**src/rtl/npc_pkg.sv**
```systemverilog
package npc_pkg;
    localparam int XLEN     = 32;
    localparam int IMM_W    = 16;
    localparam int JIDX_W   = 26;
    localparam int OP_W     = 4;
    localparam int REGION_W = XLEN - JIDX_W - 2;
    localparam int SEXT_W   = XLEN - IMM_W - 2;

    typedef enum logic [OP_W-1:0] {
        FL_NONE   = 4'd0,
        FL_EQ     = 4'd1,
        FL_NE     = 4'd2,
        FL_LEZ    = 4'd3,
        FL_GTZ    = 4'd4,
        FL_LTZ    = 4'd5,
        FL_GEZ    = 4'd6,
        FL_LTZ_LK = 4'd7,
        FL_GEZ_LK = 4'd8,
        FL_JDIR   = 4'd9,
        FL_JDIR_LK= 4'd10,
        FL_JREG   = 4'd11,
        FL_JREG_LK= 4'd12
    } flow_op_e;

    typedef struct packed {
        logic [XLEN-1:0] pc;
        logic            pend_v;
        logic [XLEN-1:0] pend_tgt;
    } npc_state_t;

    function automatic logic op_links(flow_op_e op);
        return (op == FL_LTZ_LK) || (op == FL_GEZ_LK) ||
               (op == FL_JDIR_LK) || (op == FL_JREG_LK);
    endfunction
endpackage

```
**src/rtl/npc_cond.sv**
```systemverilog
module npc_cond
    import npc_pkg::*;
(
    input  flow_op_e        op,
    input  logic [XLEN-1:0] a_val,
    input  logic [XLEN-1:0] b_val,
    output logic            take
);
    logic a_neg;
    logic a_zero;
    logic same;

    always_comb begin
        a_neg  = a_val[XLEN-1];
        a_zero = (a_val == '0);
        same   = (a_val == b_val);
        unique case (op)
            FL_EQ:                  take = same;
            FL_NE:                  take = !same;
            FL_LEZ:                 take = a_neg || a_zero;
            FL_GTZ:                 take = !a_neg && !a_zero;
            FL_LTZ,  FL_LTZ_LK:     take = a_neg;
            FL_GEZ,  FL_GEZ_LK:     take = !a_neg;
            FL_JDIR, FL_JDIR_LK,
            FL_JREG, FL_JREG_LK:    take = 1'b1;
            default:                take = 1'b0;
        endcase
    end
endmodule

```
**src/rtl/npc_target.sv**
```systemverilog
module npc_target
    import npc_pkg::*;
(
    input  flow_op_e          op,
    input  logic [XLEN-1:0]   pc,
    input  logic [XLEN-1:0]   reg_val,
    input  logic [IMM_W-1:0]  imm,
    input  logic [JIDX_W-1:0] jidx,
    output logic [XLEN-1:0]   dest
);
    logic [XLEN-1:0] seq_pc;
    logic [XLEN-1:0] rel_off;
    logic [XLEN-1:0] rel_tgt;
    logic [XLEN-1:0] dir_tgt;

    always_comb begin
        seq_pc  = pc + XLEN'(4);
        rel_off = {{SEXT_W{imm[IMM_W-1]}}, imm, 2'b00};
        rel_tgt = seq_pc + rel_off;
        dir_tgt = {pc[XLEN-1 -: REGION_W], jidx, 2'b00};
        unique case (op)
            FL_JDIR, FL_JDIR_LK: dest = dir_tgt;
            FL_JREG, FL_JREG_LK: dest = reg_val;
            default:             dest = rel_tgt;
        endcase
    end
endmodule

```
**src/rtl/npc_unit.sv**
```systemverilog
module npc_unit
    import npc_pkg::*;
#(
    parameter logic [31:0] RESET_VEC = 32'hBFC0_0000
) (
    input  logic                clk,
    input  logic                rst_n,
    input  logic [OP_W-1:0]     op_code,
    input  logic [XLEN-1:0]     rs_val,
    input  logic [XLEN-1:0]     rt_val,
    input  logic [IMM_W-1:0]    imm16,
    input  logic [JIDX_W-1:0]   jidx,
    output logic [XLEN-1:0]     fetch_pc,
    output logic                link_we,
    output logic [XLEN-1:0]     link_data
);
    flow_op_e        op;
    logic            take;
    logic [XLEN-1:0] dest;
    npc_state_t      st_d;
    npc_state_t      st_q;

    assign op = flow_op_e'(op_code);

    npc_cond u_cond (
        .op    (op),
        .a_val (rs_val),
        .b_val (rt_val),
        .take  (take)
    );

    npc_target u_tgt (
        .op      (op),
        .pc      (st_q.pc),
        .reg_val (rs_val),
        .imm     (imm16),
        .jidx    (jidx),
        .dest    (dest)
    );

    always_comb begin
        st_d          = st_q;
        st_d.pc       = st_q.pend_v ? st_q.pend_tgt : st_q.pc + XLEN'(4);
        st_d.pend_v   = take;
        st_d.pend_tgt = take ? dest : st_q.pend_tgt;
    end

    always_ff @(posedge clk) begin
        if (!rst_n) begin
            st_q.pc       <= RESET_VEC;
            st_q.pend_v   <= 1'b0;
            st_q.pend_tgt <= '0;
        end else begin
            st_q <= st_d;
        end
    end

    assign fetch_pc  = st_q.pc;
    assign link_we   = op_links(op);
    assign link_data = st_q.pc + XLEN'(8);

    a_r2_sequential: assert property (@(posedge clk) disable iff (!rst_n)
        (!st_q.pend_v && !take) |=> (fetch_pc == $past(fetch_pc) + 32'd4));

    a_r3_slot_first: assert property (@(posedge clk) disable iff (!rst_n)
        (take && !st_q.pend_v) |=> (fetch_pc == $past(fetch_pc) + 32'd4) && st_q.pend_v);

    a_r11_apply_pending: assert property (@(posedge clk) disable iff (!rst_n)
        st_q.pend_v |=> (fetch_pc == $past(st_q.pend_tgt)));

    a_r8_reg_jump: assert property (@(posedge clk) disable iff (!rst_n)
        (op == FL_JREG && !st_q.pend_v) |=> ##1 (fetch_pc == $past(rs_val, 2)));

    a_r9_plain_jump_no_link: assert property (@(posedge clk) disable iff (!rst_n)
        (op == FL_JDIR || op == FL_JREG || op == FL_EQ) |-> !link_we);
endmodule

```
**config.mk**
```make
export PLATFORM = sky130hd
export DESIGN_NAME = npc_unit
export DESIGN_NICKNAME = d
export VERILOG_FILES = /design/src/rtl/npc_pkg.sv /design/src/rtl/npc_cond.sv /design/src/rtl/npc_target.sv /design/src/rtl/npc_unit.sv
export SDC_FILE = /design/constraint.sdc
export NUM_CORES = 1
export LEC_CHECK = 0
export ABC_AREA = 1
export BUFFER_PORTS_ARGS = -buffer_cell sky130_fd_sc_hd__buf_2
export CAP_MARGIN = 5
export CORE_UTILIZATION = 50
export CTS_CLUSTER_DIAMETER = 150
export DETAILED_ROUTE_END_ITERATION = 16
export PLACE_DENSITY = 0.75
export SLEW_MARGIN = 10
export SYNTH_ARGS = -nofsm -noshare
export SYNTH_HDL_FRONTEND = slang
export SYNTH_SLANG_ARGS = --single-unit
export TNS_END_PERCENT = 5
```
**constraint.sdc**
```tcl
create_clock -name clk -period 7.7 [get_ports clk]
set_input_delay 0 -clock clk [delete_from_list [all_inputs] [get_ports clk]]
set_output_delay 0 -clock clk [all_outputs]
set_load 0.05 [all_outputs]
```
Word-level counts from Yosys, hierarchy flattened. Index checks and enable logic that the tools add are counted.

Add/subtract/negate cells: 3. Equality and inequality tests: 13. Muxes and demuxes: 3. Reductions and logical operators: 14.

Operator list (count): one-hot mux 32 bit (2 select lines) (1); adder 32 x 3 -> 32 bit (second input constant) (1); adder 32 bit (1); adder 32 x 4 -> 32 bit (second input constant) (1); equality test 32 bit (1); logical NOT 32 bit (1); two-way mux 32 bit (1); equality test 4 bit (second input constant) (5); equality test 4 x 3 -> 1 bit (second input constant) (4); equality test 4 x 2 -> 1 bit (second input constant) (2); OR reduction 2 bit (4); one-hot mux 1 bit (7 select lines) (1); equality test 4 x 1 -> 1 bit (second input constant) (1); logical OR 1 bit (4); OR reduction 4 bit (1); logical NOT 1 bit (3); logical AND 1 bit (1).

Register bits after elaboration: 65. Bits of input ports: 112. Output and inout bits: 65. Logic and storage cells: 36.

Longest topological paths before layout.
Depth in word-level cells: 4. Mapped depth: 25. Depth with buffers taken out: 25.

Modules after synthesis. Synthesis repeated with hierarchy kept, for this count alone.

Cell total of the unflattened synthesis: 1343. Area total of the unflattened synthesis: 7727.4 µm².

By module, submodules not included: npc_unit (times used 1, cells each 577, area each 3781.1 µm², sequential area each 1301.2 µm²); npc_target (times used 1, cells each 607, area each 3194.3 µm², sequential area each 0.0 µm²); npc_cond (times used 1, cells each 159, area each 752.0 µm², sequential area each 0.0 µm²).

Worst setup path after synthesis. OpenSTA, ideal clock, no wires.

Path type: flip-flop to flip-flop. From: register, netlist name fetch_pc[4]. To: register st_q[31] (netlist bit). Library setup time: 111 ps. Data arrival time: 2725 ps. Data required time: 7589 ps. Setup slack: 4864 ps. Stages on the path, launching flop included: 24. Buffers on the path: 0. Period minus slack after synthesis: 2836 ps. Cells stage by stage: dfxtp_1 -> ha_1 -> inv_1 -> nor2_4 -> nand2_1 -> nor2_1 -> nand2_1 -> inv_1 -> nand3_1 -> xor2_1 -> ha_1 -> inv_1 -> nor3_1 -> nand2_1 -> inv_1 -> nand2_1 -> nand2_1 -> inv_1 -> nand2_1 -> nand2_1 -> nand3_1 -> nand2_1 -> nor2_1 -> nor2_1.

Word-level cells in the longest chain between the ends: 3.

RTL lines: adder 32 x 3 -> 32 bit (line npc_target.sv:17) `seq_pc = pc + XLEN'(4);`; adder 32 bit (line npc_target.sv:19) `rel_tgt = seq_pc + rel_off;`; one-hot mux 32 bit (2 select lines) (line npc_target.sv:21) `unique case (op)`; end signal, assigned (line npc_unit.sv:54) `st_q <= st_d;`; end, declared (line npc_unit.sv:21) `npc_state_t st_q;`.

No other way between the ends. A chain may end at the register's enable or synchronous reset.

Worst setup path in the final report.
From: register, netlist name fetch_pc[2]. To: register st_q[23] (netlist bit).

Word-level cells in the longest chain between the ends: 3.

RTL lines (line): adder 32 x 3 -> 32 bit (npc_target.sv:17); adder 32 bit (npc_target.sv:19); one-hot mux 32 bit (2 select lines) (npc_target.sv:21).

No other way between the ends.

==> impl_metrics.tcl <==
set metrics [dict create \
    antenna_left 0 \
    via_per_inst 5.20 \
    core_region_area_sq_um 14500 \
    synth-xor-area-share_pct 9.52 \
    post-cts-setup-buffers 0 \
    synth_simple_gate_area_share_pct 40.3 \
    final_max_slew_viol_count 0 \
    yosys_warnings 0 \
    rsz0062_at_grt "no" \
    row_count 44 \
    grt_max_degree 50 \
    cp_slowest_cell "dfxtp_1" \
    endpoint_kind "flop" \
    ir_drop_v 0.000128 \
    synth_top_area_share_pct 17.9 \
    drt_iter0_markers 775 \
    drv_cap 0 \
    dr.pass1.iters 5 \
    place.gp.congestion 0.982 \
    antenna_found_initial 0 \
    synthMuxAreaShare_pct 0 \
    ios 177 \
    cts_buffers 9 \
    synth_compound_area_share_pct 9.78 \
    synth_most_common_cell "nand2_1" \
    synthAdderAreaFrac_pct 6.32 \
    synth_area_per_cell_sq_um 5.75 \
    cts-htree-levels 3 \
    netlist_instances 1295 \
    layout-drive-gt1-share_pct 15.8 \
    path_clk_slew_ns 0.05 \
    slew_headroom_pct 29.5 \
    antennaDiodeCount 0 \
    period_needed_ns 3.64 \
    insertion_delay_ns 0.33 \
    worstSetupPathType "flop to flop" \
    io_buffers 176 \
    root_buffer "clkbuf_16" \
    fmax_ghz 0.275 \
    fin_crit_sh_pct 47.2 \
    die_x_microns 124 \
    grt_usage_pct 32.6 \
    tightest_slew_ns 1.06 \
    start_util_pct 51.2 \
    synth_top_family_by_area "simple AND/OR/NAND/NOR gates" \
    start_kind "flop" \
    synth-seq-cells 65 \
    die_area_sq_um 15400 \
    p_leak_nw 4.67 \
    cp_max_fo 8 \
    ys.flop_type "dfxtp_1" \
    grt.overflow.total 0 \
    report.final.hold_viol_count 0 \
    synth-edff-count 0 \
    crit_required_ns 7.97 \
    ys_top_cells_by_count "nand2_1 (356), inv_1 (205), nor2_1 (183)" \
    cts_buffer_depth 2 \
    cts_tree "done" \
    critPathArrivalTime_ns 3.91 \
    synth_cell_types 41 \
    wl_mm 24.4 \
    power.density_nw_per_um2 176 \
    worst_path_dominant_cell_family "simple AND/OR/NAND/NOR gates" \
    outcome "complete, no violations" \
    synth.net_count 1444 \
    cts_resized 0 \
    critPathBufInv 2 \
    drc 0 \
    grt_pass1_wl_mm 38.2 \
    fin_nets 1565 \
    crit_top_cell "nand2_1" \
    synth_area_sq_um 7450 \
    yosysSeqAreaShare_pct 17.5 \
    hold_buffers 0 \
    yosys-top-cells-area "nand2_1 (18%), dfxtp_1 (17%), inv_1 (10%), nor2_1 (9.2%), nand3_1 (6.6%)" \
    hold_path.class "input pin to flop" \
    routedWlPerCell_microns 15.2 \
    cp_slowest_stage_delay_ns 0.50 \
    yosysTopAreaCell "nand2_1" \
    finalPower_w 0.00148 \
    setup_tns_ns 0 \
    grt_pass1_vias 7646 \
    vias 8334 \
    area_growth_pct 13.0 \
    dp_hpwl_mm 20.1 \
    critical_path.cell_chain "ha_1, nand3_2, nor2_1, inv_1, nor2_2, xor2_1, inv_1, ha_1, nand2_1, nor2_1, and2_1, nand2_1, nand2_1, nand2_1, nand3b_1, nand3_1, nand2_1, nor2_1, nor2_1" \
    skew_ns 0.00407 \
    cts_sinks 65 \
    setup_viol 0 \
    dieHeight_microns 124 \
    async_reset_ff_share_pct 0 \
]
==> worst reg2reg max path, cell delays in order, from the launching register on <==
cell,delay [ns]
dfxtp_1,0.50
ha_1,0.27
nand3_2,0.17
nor2_1,0.21
inv_1,0.11
nor2_2,0.16
xor2_1,0.21
inv_1,0.08
ha_1,0.38
nand2_1,0.13
nor2_1,0.30
and2_1,0.17
nand2_1,0.05
nand2_1,0.20
nand2_1,0.12
nand3b_1,0.10
nand3_1,0.08
nand2_1,0.14
nor2_1,0.06
nor2_1,0.12
==> cell type report <==
class / count / area (sq um)
fillers: 1569 / 6120
multi-input cells: 952 / 4920
flip-flops and latches: 65 / 1300
repair buffers: 176 / 881
inverters: 212 / 801
clock buffers: 12 / 267
well taps: 184 / 230
clock inverters: 3 / 15.0
==> power by group <==
group	switching [W]	internal [W]
Sequential	0.0000371	0.000379
Combinational	0.000471	0.000211
Clock	0.000142	0.000240
Total	0.000650	0.000831
==> cell families after synthesis <==
group                    after synthesis
AO/OA/AOI/OAI                        126
XOR/XNOR                              81
adder cells (fa/ha/maj)               37
buffers and inverters                278
flip-flops                            65
AND/OR/NAND/NOR                      708
==> cell usage in the layout, fill, tap and decap left out, types with 9 or more instances in the layout <==
master	Yosys	final
xor2_1	48	48
xnor2_1	33	33
nand3_1	98	98
a21oi_1	54	53
clkbuf_16	0	9
buf_2	8	176
o21ai_0	36	36
nand2_1	356	356
ha_1	36	36
or2_2	9	9
nor2_1	183	183
nand4_1	20	20
o21bai_1	10	10
inv_1	205	205
nor3_1	14	14
dfxtp_1	65	65
==> final timing paths <==
kind	from	end	slack, ns	depth (start not counted)
max	fetch_pc[2]$_SDFF_PN0_	st_q[23]$_SDFFE_PN0P_	4.06	19
min	jidx[0]	st_q[2]$_SDFFE_PN0P_	0.11	5
max reg2reg	fetch_pc[2]$_SDFF_PN0_	st_q[23]$_SDFFE_PN0P_	4.06	19
min reg2reg	st_q[2]$_SDFFE_PN0P_	fetch_pc[2]$_SDFF_PN0_	0.46	2
==> metrics by stage <==
stage / instances / hold WS, ns / util (%) / instance area (sq um) / worst slack [ns]
3_5_place_dp: 1589 / 0.448 / 55.9 / 8130 / 4.14
4_1_cts: 1604 / 0.118 / 57.9 / 8410 / 4.11
5_1_grt: 1604 / 0.142 / 57.9 / 8410 / 3.74
3_3_place_gp: 1589 / 0.447 / 55.9 / 8130 / 4.19
6_report: 1604 / 0.107 / 57.9 / 8410 / 4.06
2_1_floorplan: 1295 / 0.239 / - / 7450 / 4.86
==> flip-flops by register name, indices dropped and copies added, names as in the netlist <==
register	flops
fetch_pc	32
st_q	33
==> layer usage <==
metal  GRT usage [%]  share of wire (%)
met1            42.1                 43
met2            54.7                 47
met3            4.17                6.9
met4            12.9                3.7
met5               0                  0
(Power assumes the default switching activity.)
